`src/rtl/rsv_pkg.sv`:
```
package rsv_pkg;

  typedef enum logic [1:0] {
    RS_CAUSE   = 2'd0,
    RS_STRETCH = 2'd1,
    RS_IDLE    = 2'd2
  } rst_state_e;

  // Width for a counter that holds 0 .. n-1
  function automatic int unsigned cnt_w(input int unsigned n);
    return (n < 2) ? 1 : $clog2(n);
  endfunction

endpackage

```
`src/rtl/rsv_sync.sv`:
```
module rsv_sync #(
  parameter int unsigned STAGES  = 2,
  parameter bit          RST_VAL = 1'b0
) (
  input  logic clk_i,
  input  logic rst_ni,
  input  logic d_i,
  output logic q_o
);
  logic [STAGES-1:0] sr_q;

  generate
    if (STAGES == 1) begin : g_one
      always_ff @(posedge clk_i or negedge rst_ni) begin
        if (!rst_ni) sr_q <= RST_VAL;
        else         sr_q <= d_i;
      end
    end else begin : g_many
      always_ff @(posedge clk_i or negedge rst_ni) begin
        if (!rst_ni) sr_q <= {STAGES{RST_VAL}};
        else         sr_q <= {sr_q[STAGES-2:0], d_i};
      end
    end
  endgenerate

  assign q_o = sr_q[STAGES-1];
endmodule

```
`src/rtl/rsv_debounce.sv`:
```
module rsv_debounce #(
  parameter int unsigned CYCLES  = 4,
  parameter bit          RST_VAL = 1'b1
) (
  input  logic clk_i,
  input  logic rst_ni,
  input  logic d_i,
  output logic q_o
);
  import rsv_pkg::*;

  localparam int unsigned CW = cnt_w(CYCLES);
  localparam logic [CW-1:0] LAST = CW'(CYCLES - 1);

  logic          filt_q;
  logic [CW-1:0] cnt_q;

  always_ff @(posedge clk_i or negedge rst_ni) begin
    if (!rst_ni) begin
      filt_q <= RST_VAL;
      cnt_q  <= '0;
    end else if (d_i == filt_q) begin
      cnt_q <= '0;
    end else if (cnt_q == LAST) begin
      filt_q <= d_i;
      cnt_q  <= '0;
    end else begin
      cnt_q <= cnt_q + 1'b1;
    end
  end

  assign q_o = filt_q;
endmodule

```
`src/rtl/rsv_reset_timer.sv`:
```
module rsv_reset_timer #(
  parameter int unsigned HOLD_CYCLES = 20
) (
  input  logic clk_i,
  input  logic rst_ni,
  input  logic cause_i,
  output logic rst_active_o
);
  import rsv_pkg::*;

  localparam int unsigned CW = cnt_w(HOLD_CYCLES);
  localparam logic [CW-1:0] LAST = CW'(HOLD_CYCLES - 1);

  rst_state_e    state_q;
  logic [CW-1:0] cnt_q;

  always_ff @(posedge clk_i or negedge rst_ni) begin
    if (!rst_ni) begin
      state_q <= RS_STRETCH;
      cnt_q   <= '0;
    end else if (cause_i) begin
      state_q <= RS_CAUSE;
      cnt_q   <= '0;
    end else if (state_q != RS_IDLE) begin
      if (cnt_q == LAST) begin
        state_q <= RS_IDLE;
        cnt_q   <= '0;
      end else begin
        state_q <= RS_STRETCH;
        cnt_q   <= cnt_q + 1'b1;
      end
    end
  end

  assign rst_active_o = (state_q != RS_IDLE);
endmodule

```
`src/rtl/rsv_watchdog.sv`:
```
module rsv_watchdog #(
  parameter int unsigned WDT_CYCLES = 50
) (
  input  logic clk_i,
  input  logic rst_ni,
  input  logic clear_i,
  output logic expired_o
);
  import rsv_pkg::*;

  localparam int unsigned CW = cnt_w(WDT_CYCLES);
  localparam logic [CW-1:0] LAST = CW'(WDT_CYCLES - 1);

  logic [CW-1:0] cnt_q;
  logic          exp_q;

  always_ff @(posedge clk_i or negedge rst_ni) begin
    if (!rst_ni) begin
      cnt_q <= '0;
      exp_q <= 1'b0;
    end else if (clear_i) begin
      cnt_q <= '0;
      exp_q <= 1'b0;
    end else if (!exp_q) begin
      if (cnt_q == LAST) begin
        cnt_q <= '0;
        exp_q <= 1'b1;
      end else begin
        cnt_q <= cnt_q + 1'b1;
      end
    end
  end

  assign expired_o = exp_q;
endmodule

```
`src/rtl/rsv_supervisor.sv`:
```
module rsv_supervisor #(
  parameter int unsigned DEBOUNCE_CYCLES   = 1_000_000,
  parameter int unsigned RESET_HOLD_CYCLES = 40_000_000,
  parameter int unsigned WDT_CYCLES        = 320_000_000,
  parameter int unsigned SYNC_STAGES       = 2
) (
  input  logic clk_i,
  input  logic rst_ni,
  input  logic supply_ok_i,
  input  logic mr_ni,
  input  logic kick_i,
  input  logic pf_cmp_i,
  output logic rst_no,
  output logic rst_o,
  output logic wdt_no,
  output logic pf_o
);
  logic mr_sync;
  logic mr_filt;
  logic kick_sync;
  logic kick_prev_q;
  logic kick_edge;
  logic rst_cause;
  logic rst_active;
  logic wdt_clear;
  logic wdt_expired;

  rsv_sync #(.STAGES(SYNC_STAGES), .RST_VAL(1'b1)) u_mr_sync (
    .clk_i (clk_i),
    .rst_ni(rst_ni),
    .d_i   (mr_ni),
    .q_o   (mr_sync)
  );

  rsv_debounce #(.CYCLES(DEBOUNCE_CYCLES), .RST_VAL(1'b1)) u_mr_deb (
    .clk_i (clk_i),
    .rst_ni(rst_ni),
    .d_i   (mr_sync),
    .q_o   (mr_filt)
  );

  rsv_sync #(.STAGES(SYNC_STAGES), .RST_VAL(1'b0)) u_kick_sync (
    .clk_i (clk_i),
    .rst_ni(rst_ni),
    .d_i   (kick_i),
    .q_o   (kick_sync)
  );

  always_ff @(posedge clk_i or negedge rst_ni) begin
    if (!rst_ni) kick_prev_q <= 1'b0;
    else         kick_prev_q <= kick_sync;
  end

  // either polarity of kick counts as activity
  assign kick_edge = kick_sync ^ kick_prev_q;
  assign rst_cause = ~supply_ok_i | ~mr_filt;

  rsv_reset_timer #(.HOLD_CYCLES(RESET_HOLD_CYCLES)) u_rst_tmr (
    .clk_i       (clk_i),
    .rst_ni      (rst_ni),
    .cause_i     (rst_cause),
    .rst_active_o(rst_active)
  );

  assign wdt_clear = kick_edge | ~mr_filt | rst_active;

  rsv_watchdog #(.WDT_CYCLES(WDT_CYCLES)) u_wdt (
    .clk_i    (clk_i),
    .rst_ni   (rst_ni),
    .clear_i  (wdt_clear),
    .expired_o(wdt_expired)
  );

  assign rst_o  = rst_active;
  assign rst_no = ~rst_active;
  // no stretch on the watchdog output: supply loss gates it directly
  assign wdt_no = supply_ok_i & ~wdt_expired;
  assign pf_o   = pf_cmp_i;
endmodule

```
`config.mk`:
```
export PLATFORM = sky130hd
export DESIGN_NAME = rsv_supervisor
export DESIGN_NICKNAME = d
export VERILOG_FILES = /design/src/rtl/rsv_pkg.sv /design/src/rtl/rsv_sync.sv /design/src/rtl/rsv_debounce.sv /design/src/rtl/rsv_reset_timer.sv /design/src/rtl/rsv_watchdog.sv /design/src/rtl/rsv_supervisor.sv
export SDC_FILE = /design/constraint.sdc
export NUM_CORES = 1
export LEC_CHECK = 0
export BUFFER_PORTS_ARGS = -buffer_cell sky130_fd_sc_hd__buf_2
export CORE_ASPECT_RATIO = 0.9
export CORE_MARGIN = 5
export CORE_UTILIZATION = 58
export CTS_CLUSTER_DIAMETER = 60
export CTS_CLUSTER_SIZE = 24
export DETAILED_ROUTE_END_ITERATION = 6
export PLACE_DENSITY_LB_ADDON = 0.12
export RECOVER_POWER = 50
export SLEW_MARGIN = 15
export SYNTH_ARGS = -nofsm -noshare
export SYNTH_HDL_FRONTEND = slang
export SYNTH_SLANG_ARGS = --single-unit
```
`constraint.sdc`:
```
create_clock -name clk_i -period 5.05 [get_ports clk_i]
set_input_delay 0.505 -clock clk_i [delete_from_list [all_inputs] [get_ports clk_i]]
set_output_delay 0.505 -clock clk_i [all_outputs]
set_load 0.02 [all_outputs]
```
Word-level counts from Yosys, hierarchy flattened:

Index checks and enable logic that the tools add are counted.

* register bits: 84
* input port bits: 6
* output and inout port bits: 4
* word-level logic and storage cells: 44

* $add $sub $neg: 3
* eq/ne operators: 6
* multiplexer cells: 14
* bitwise operators: 10
* reduce and logical (&&, ||, !) cells: 2

Operators by type and width (number)
* $mux W29: 3
* $mux W26: 3
* $mux W20: 2
* $add A29 B1 Y29 const B: 1
* $eq A29 B29 Y1 const B: 1
* $add A26 B1 Y26 const B: 1
* $eq A26 B26 Y1 const B: 1
* $add A20 B1 Y20 const B: 1
* $eq A20 B20 Y1 const B: 1
* $mux W2: 3
* $not A1 Y1: 5
* $mux W1: 3
* $or A1 B1 Y1: 3
* $ne A2 B1 Y1 const B: 1
* $ne A2 B2 Y1 const B: 1
* $reduce_and A2 Y1: 1
* $reduce_bool A2 Y1: 1
* $and A1 B1 Y1: 1
* $eq A1 B1 Y1: 1
* $xor A1 B1 Y1: 1

Depth between registers and ports, before layout:

Gate-level depths: netlist of run 1.

* depth in word-level cells: 4
* gate-level depth with buffers: 9
* depth with buffers taken out: 7

Modules after synthesis:

From an unflattened synthesis of run 1, not the netlist that was laid out.

* cells, all modules: 493
* area, all modules: 4569.4 um^2

By module, submodules not included
* rsv_watchdog: instances 1, cells an instance 189, area each 1714.1 um^2, seq. area each 750.7 um^2
* rsv_reset_timer: instances 1, cells an instance 187, area each 1626.6 um^2, seq. area each 701.9 um^2
* rsv_debounce: instances 1, cells an instance 106, area each 1066.0 um^2, seq. area each 526.8 um^2
* rsv_supervisor: instances 1, cells an instance 7, area each 60.1 um^2, seq. area each 25.0 um^2
* rsv_sync (u_mr_sync): instances 1, cells an instance 2, area each 52.6 um^2, seq. area each 52.6 um^2
* rsv_sync (u_kick_sync): instances 1, cells an instance 2, area each 50.0 um^2, seq. area each 50.0 um^2

Least setup slack after synthesis of run 1:

OpenSTA, ideal clock, no wires.

* kind: register to register
* start point: register u_rst_tmr.state_q[0]
* end point: register u_rst_tmr.cnt_q[12]
* library setup time: 82 ps
* arrival time: 2062 ps
* data required time: 4968 ps
* slack: 2906 ps
* stages on the path, launching flop included: 9
* path buffers: 2
* clock period less this slack: 2144 ps
* cell sequence: dfstp_2 nand2b_1 clkinv_1 a211o_4 inv_4 buf_6 buf_2 nand2_1 a31oi_1

* longest elaborated chain between the ends: 2

Ends and longest elaborated chain
* start, declared: RTL line rsv_reset_timer.sv:14 `rst_state_e state_q;`
* start signal, assigned: RTL line rsv_reset_timer.sv:19 `state_q <= RS_STRETCH;`
* start signal, assigned: RTL line rsv_reset_timer.sv:22 `state_q <= RS_CAUSE;`
* start signal, assigned: RTL line rsv_reset_timer.sv:26 `state_q <= RS_IDLE;`
* $ne A2 B2 Y1
* named net rst_o: RTL line rsv_supervisor.sv:14 `output logic rst_o,`
* $reduce_bool A2 Y1 (no line)
* end signal, assigned: RTL line rsv_reset_timer.sv:30 `cnt_q <= cnt_q + 1'b1;`
* end, declared: RTL line rsv_reset_timer.sv:15 `logic [CW-1:0] cnt_q;`

The timed path passes the listed nets, and every way through them passes these cells.
A chain may end at the register's enable or synchronous reset.

Final worst setup path of run 1:

* start point: register u_rst_tmr.state_q[0]
* end point: register u_wdt.cnt_q[15]

* longest elaborated chain between the ends: 3
* elaborated cells on any way between the ends: 4
* those cells by class: eq/ne (2); mux (1); bitwise (1)

Ends and longest elaborated chain
* $ne A2 B2 Y1 *: RTL line rsv_reset_timer.sv:35 `assign rst_active_o = (state_q != RS_IDLE);`
* $or A1 B1 Y1 *: RTL line rsv_supervisor.sv:65 `assign wdt_clear = kick_edge | ~mr_filt | rst_active;`
* $ne A2 B1 Y1 (no line) or $mux W29 (tied branches)
* end signal, assigned: RTL line rsv_watchdog.sv:29 `cnt_q <= cnt_q + 1'b1;`
* end, declared: RTL line rsv_watchdog.sv:14 `logic [CW-1:0] cnt_q;`

Every way passes the cells marked *; elsewhere a longest branch is shown, timed or not.

==> results of run 1 <==
## sequential cells by signal, summed over array words and instances, names as in the netlist
register	count
u_mr_deb.cnt_q	20
u_rst_tmr.cnt_q	26
u_mr_sync.sr_q	2
u_mr_deb.q_o	1
u_wdt.cnt_q	29
kick_prev_q	1
u_kick_sync.sr_q	2
u_wdt.expired_o	1
u_rst_tmr.state_q	2
## logic make-up after synthesis
group,Yosys count,synth area share
xor+xnor,33,0.0642
flops,84,0.468
buf+inv,38,0.0378
compound gates,84,0.118
mux,2,0.00473
simple gates,243,0.295
fa+ha+maj,4,0.0111
## worst max-delay path, stage by stage, from the launching register on
cell,delay (ns)
dfstp_2,0.37
nand2b_1,0.16
clkinv_1,0.15
nand3_1,0.76
a311oi_1,0.59
a22oi_1,0.15
o31ai_1,0.08
## synth_stat cells, drive strengths merged (10+ instances only)
master  count  area [sq um]
and4       13           114
and3       17           106
nand3      38           190
clkbuf     16          60.1
nand2      46           173
dfrtp      80          2000
nor3       10          50.1
xnor2      19           166
nor2       49           184
inv        13          51.3
a31oi      25           156
xor2       14           123
o21ai      11          55.1
a21oi      26           130
nand4      18           113
## worst paths after layout
check	startpoint	end	slack, ns	cells after the start
worst max-delay path	u_rst_tmr.state_q[0]$_DFFE_PN1P_	u_wdt.cnt_q[15]$_DFFE_PN0P_	2.67	6
worst min-delay path	rst_ni	u_wdt.cnt_q[21]$_DFFE_PN0P_	0.18	1
worst max register to register	u_rst_tmr.state_q[0]$_DFFE_PN1P_	u_wdt.cnt_q[15]$_DFFE_PN0P_	2.67	6
worst min register to register	u_kick_sync.sr_q[0]$_DFF_PN0_	u_kick_sync.sr_q[1]$_DFF_PN0_	0.36	0
max in group asynchronous	rst_ni	u_mr_deb.cnt_q[9]$_DFF_PN0_	4.35	1
min in group clk_i	mr_ni	u_mr_sync.sr_q[0]$_DFF_PN1_	0.24	1
## area by class of cell
cell class	instances	area [sq um]
fillers	648	2820
repair buffers	7	41.3
clock inverters	6	45.0
multi-input cells	366	2220
inverters	14	55.1
clock buffers	10	138
well taps	96	120
flip-flops and latches	84	2110
## per-layer routing
layer | wire length (um) | global-route usage | vias to the layer above
met5 | 0 | 0 | -
met4 | 107 | 0.0626 | 0
met3 | 339 | 0.0418 | 10
met2 | 4340 | 0.324 | 70
met1 | 4420 | 0.295 | 1749
li1 | - | - | 1765
## cells in the final DEF (no fill, tap or decap), drive strengths merged, types with 4 or more instances in the layout
master  count
xnor2      19
o21ai      11
nand2      46
xor2       14
dfrtp      80
buf         7
nand2b      7
nor2b       4
and2        8
or3         5
nand3      38
or4         4
and4       13
clkinv      4
a21oi      26
a31oi      25
inv        16
dfstp       4
a41oi       7
and3       17
nor4        9
ha          4
nor2       49
nor3       10
clkbuf     10
nand4      18
## where the power goes
group          internal, mW  switching, mW
Clock                 0.197          0.255
Combinational       0.00490         0.0183
Sequential            0.677        0.00254
Total                 0.878          0.276
==> run summary, run 1 <==
Setup Fix Bufs, Post-CTS = 0
GP Congestion = 0.828
Hold Buf Count CTS = 0
PwrDens = 244 nW/um^2
Max Freq = 0.420 GHz
Post-route DRC = 0
Slew headroom = 0.277
Core Util, Final = 0.627
GRT Resource Usage Total = 0.209
proportion of layout cells with a drive suffix above 1 = 0.0760
DR vias = 3,594
total routed wirelength = 9.21 mm
initial drt markers = 251
Placed Area = 4540 sq um
CTS tree = yes
area growth from synthesis to layout = 5.09%
vias in the first global route = 3,414
P_leak = 1.85 nW
total power = 1.15 mW
maximum clock path buffer count = 2
clk sink count = 84
CTS root buffer = clkbuf_8
post-route setup TNS = 0 ns
kind of critical path = reg2reg
Inst Count DP = 567
Tmin final = 2.38 ns
H-tree Lvls = 3
worst hold margin = 0.179 ns
Critical Path Source Type = register
largest net degree at the start of global routing = 85
Max IR drop VDD = 0.182 mV
#FFs+latches synth = 84
crit-path max FO = 27
min-delay worst type = in2async
DIE AREA = 9620 sq um
fin worst setup slack = 2.67 ns
routed length per instance = 15.8 um
clk_lat worst skew = 0.36 ns
IO Pins = 10
Slew @ Worst Pin = 1.08 ns
Mapped Area = 4500 sq um
Buffers on Ports = 7
Final period util = 0.472
Synthesis Warnings = 0
Die Wd = 103 um
Num CTS Buffers = 9
drt pass-1 iters = 6
antenna violations before repair = 0
die height = 93.6 um
Clock transition at path regs = 0.10 ns
Top FF cell, synth = dfrtp_1
RSZ-0062 raised after global routing = false
Worst Clk Skew = 0.0182 ns
final cell count without fillers = 583
Syn Area/Cell = 9.22 sq um
total core area = 7540 sq um
DP Worst Slack = 2.73 ns
drt via density = 6.16
Max Cap Violations = 0
# diodes = 0
remaining antenna violation count after routing = 0
total gr overflow = 0
CP required = 5.29 ns
number of synthesized flops with an enable pin = 0
synth unique cells = 54
Seq/Total Area, Yosys = 0.468
hpwl dp = 6.07 mm
first-pass GRT wire length = 16.1 mm
fin nets = 492
Slew Viols, Final = 0
Initial Utilization = 0.596
outcome = complete, no violations
Setup-failing EPs final = 0
row count = 30
Post-Synthesis Net Count = 498
cells after synthesis = 488
critical path arrival = 2.62 ns
post-route cell area = 4730 sq um
Fin. Hold Viols = 0
post-CTS sizing = 0
Worst setup EP type = register
ys async rst share = 1.00
Power figures use the tool's default switching activity.
==> inputs of run 2 (changes only) <==
- clock period: 5.05 -> 2.2 ns (I/O delays scaled with it)
==> run 2 against run 1 <==
Die area stayed put. Register-to-register slack lost 2.6 ns. Power up 140%. Combinational power increased to 2.5 times the previous value. Clock skew down 0.013 ns. Flip-flop and latch count stayed put. Clock power grew to 2.5 times the previous value. Design area grew 5.3%. Global-route usage increased by 2.1 points. Routed wire length up 8.8%.
==> run summary, run 2 (same netlist as run 1, synthesis figures left out) <==
Slew Viols, Final = 0
maximum clock path buffer count = 2
Fin. Hold Viols = 0
Worst setup EP type = register
Slew @ Worst Pin = 0.917 ns
Sequential Power Share = 0.568
Clock transition at path regs = 0.08 ns
Max Cap Violations = 0
RSZ-0062 raised after global routing = false
IO Pins = 10
Largest register FFs = 29
switching power = 0.620 mW
Buffers on Ports = 7
largest net degree at the start of global routing = 50
kind of critical path = reg2reg
drt via density = 6.12
Setup Fix Bufs, Post-CTS = 0
die height = 93.6 um
clk_lat worst skew = 0.36 ns
commonest non-fill, non-tap cell in the layout = dfrtp_1
Final period util = 0.946
Register Area = 2110 sq um
GP Congestion = 0.867
fill count = 628
PwrDens = 552 nW/um^2
CTS tree = yes
Crit path largest cell delay = 0.59 ns
initial drt markers = 204
proportion of layout cells with a drive suffix above 1 = 0.123
row count = 30
Initial Utilization = 0.596
clk sink count = 84
Worst Clk Skew = 0.00470 ns
remaining antenna violation count after routing = 0
logic gate share of total power = 0.021
top flop regs = u_wdt.cnt_q x29, u_rst_tmr.cnt_q x26, u_mr_deb.cnt_q x20
min-delay worst type = in2reg
CTS root buffer = clkbuf_8
Tmin final = 2.08 ns
Clk network pwr share = 0.411
CP required = 2.44 ns
Core Util, Final = 0.660
multi-input logic area = 2250 sq um
Max Freq = 0.480 GHz
total gr overflow = 0
total routed wirelength = 10.0 mm
total power = 2.75 mW
outcome = complete, no violations
Inst Count DP = 591
Critical Path Source Type = register
Slew headroom = 0.389
DR vias = 3,734
vias in the first global route = 3,653
hpwl dp = 6.80 mm
# diodes = 0
DIE AREA = 9620 sq um
fin nets = 519
commonest cells after routing, fill and taps aside = dfrtp_1 (80), nor2_1 (49), nand2_1 (46)
routed length per instance = 16.4 um
critical path arrival = 2.32 ns
final cell count without fillers = 610
drt pass-1 iters = 4
largest register by flop count = u_wdt.cnt_q
Post-route DRC = 0
Setup-failing EPs final = 0
H-tree Lvls = 3
Num CTS Buffers = 9
antenna violations before repair = 0
first-pass GRT wire length = 17.6 mm
critical path, cell by cell = or4_1 -> nor4_4 -> a211o_4 -> inv_4 -> a41oi_2 -> a31oi_1
slowest CP cell = or4_1
Die Wd = 103 um
P_leak = 1.99 nW
crit-path max FO = 40
post-route setup TNS = 0 ns
Sw Ratio = 0.226
total core area = 7540 sq um
area growth from synthesis to layout = 10.7%
Max IR drop VDD = 0.392 mV
P_int = 2.13 mW
GRT Resource Usage Total = 0.229
[run 2: worst max-delay path, delay by kind of cell, from the launching register on]
kind	cells	cell delay, ns
AO/OA/AOI/OAI	3	0.50
buffers and inverters	1	0.14
flip-flops	1	0.44
AND/OR/NAND/NOR	2	0.87
[run 2: cell type report]
type                            count  area share
Sequential cell                    84       0.423
Inverter                           14      0.0111
Timing Repair Buffer               34      0.0492
Multi-Input combinational cell    366       0.452
Tap cell                           96      0.0241
Clock inverter                      5      0.0123
Clock buffer                       11      0.0284
[run 2: layer usage]
| layer | up-vias | track usage | routed length [um] |
|---|---|---|---|
| met1 | 1831 | 0.321 | 4760 |
| met3 | 13 | 0.0403 | 368 |
| met4 | 0 | 0.0777 | 131 |
| li1 | 1822 | - | - |
| met5 | - | 0 | 0 |
| met2 | 68 | 0.359 | 4760 |
[run 2: power by group through the flow]
stage          Sequential, mW  Clock, mW  Combinational (mW)
5_1_grt                  1.56       1.22              0.0694
3_3_place_gp             1.59          0              0.0601
6_report                 1.56       1.13              0.0591
4_1_cts                  1.56       1.16              0.0661
3_5_place_dp             1.59          0              0.0618
2_1_floorplan            1.59          0              0.0192
[run 2: path summary, 6_finish.rpt]
path | endpoint | cells after the start | slack (ns) | start
hold / removal | u_rst_tmr.cnt_q[4]$_DFFE_PN0P_ | 3 | 0.15 | supply_ok_i
min in group asynchronous | u_wdt.cnt_q[22]$_DFFE_PN0P_ | 2 | 0.53 | rst_ni
setup reg to reg | u_rst_tmr.cnt_q[3]$_DFFE_PN0P_ | 6 | 0.12 | u_rst_tmr.cnt_q[19]$_DFFE_PN0P_
setup / recovery | u_rst_tmr.cnt_q[3]$_DFFE_PN0P_ | 6 | 0.12 | u_rst_tmr.cnt_q[19]$_DFFE_PN0P_
max in group asynchronous | u_rst_tmr.cnt_q[0]$_DFFE_PN0P_ | 3 | 0.39 | rst_ni
hold reg to reg | u_kick_sync.sr_q[1]$_DFF_PN0_ | 0 | 0.36 | u_kick_sync.sr_q[0]$_DFF_PN0_
[run 2: through the flow]
step	setup slack, ns	hold slack, ns	instance area (sq um)
2_1_floorplan	0.0557	-0.0756	4500
3_3_place_gp	0.0976	0.214	4730
3_5_place_dp	0.0122	0.217	4730
4_1_cts	0.0890	0.137	4970
5_1_grt	0.00520	0.154	4980
6_report	0.118	0.153	4980
[run 2: timing repair]
| item | in CTS | in global routing |
|---|---|---|
| cloned | 0 | 0 |
| setup endpoints to repair | 1 | 2 |
| gates resized for setup | 1 | 3 |
| hold buffers | 3 | 0 |
| endpoints found under the hold margin | 37 | 0 |
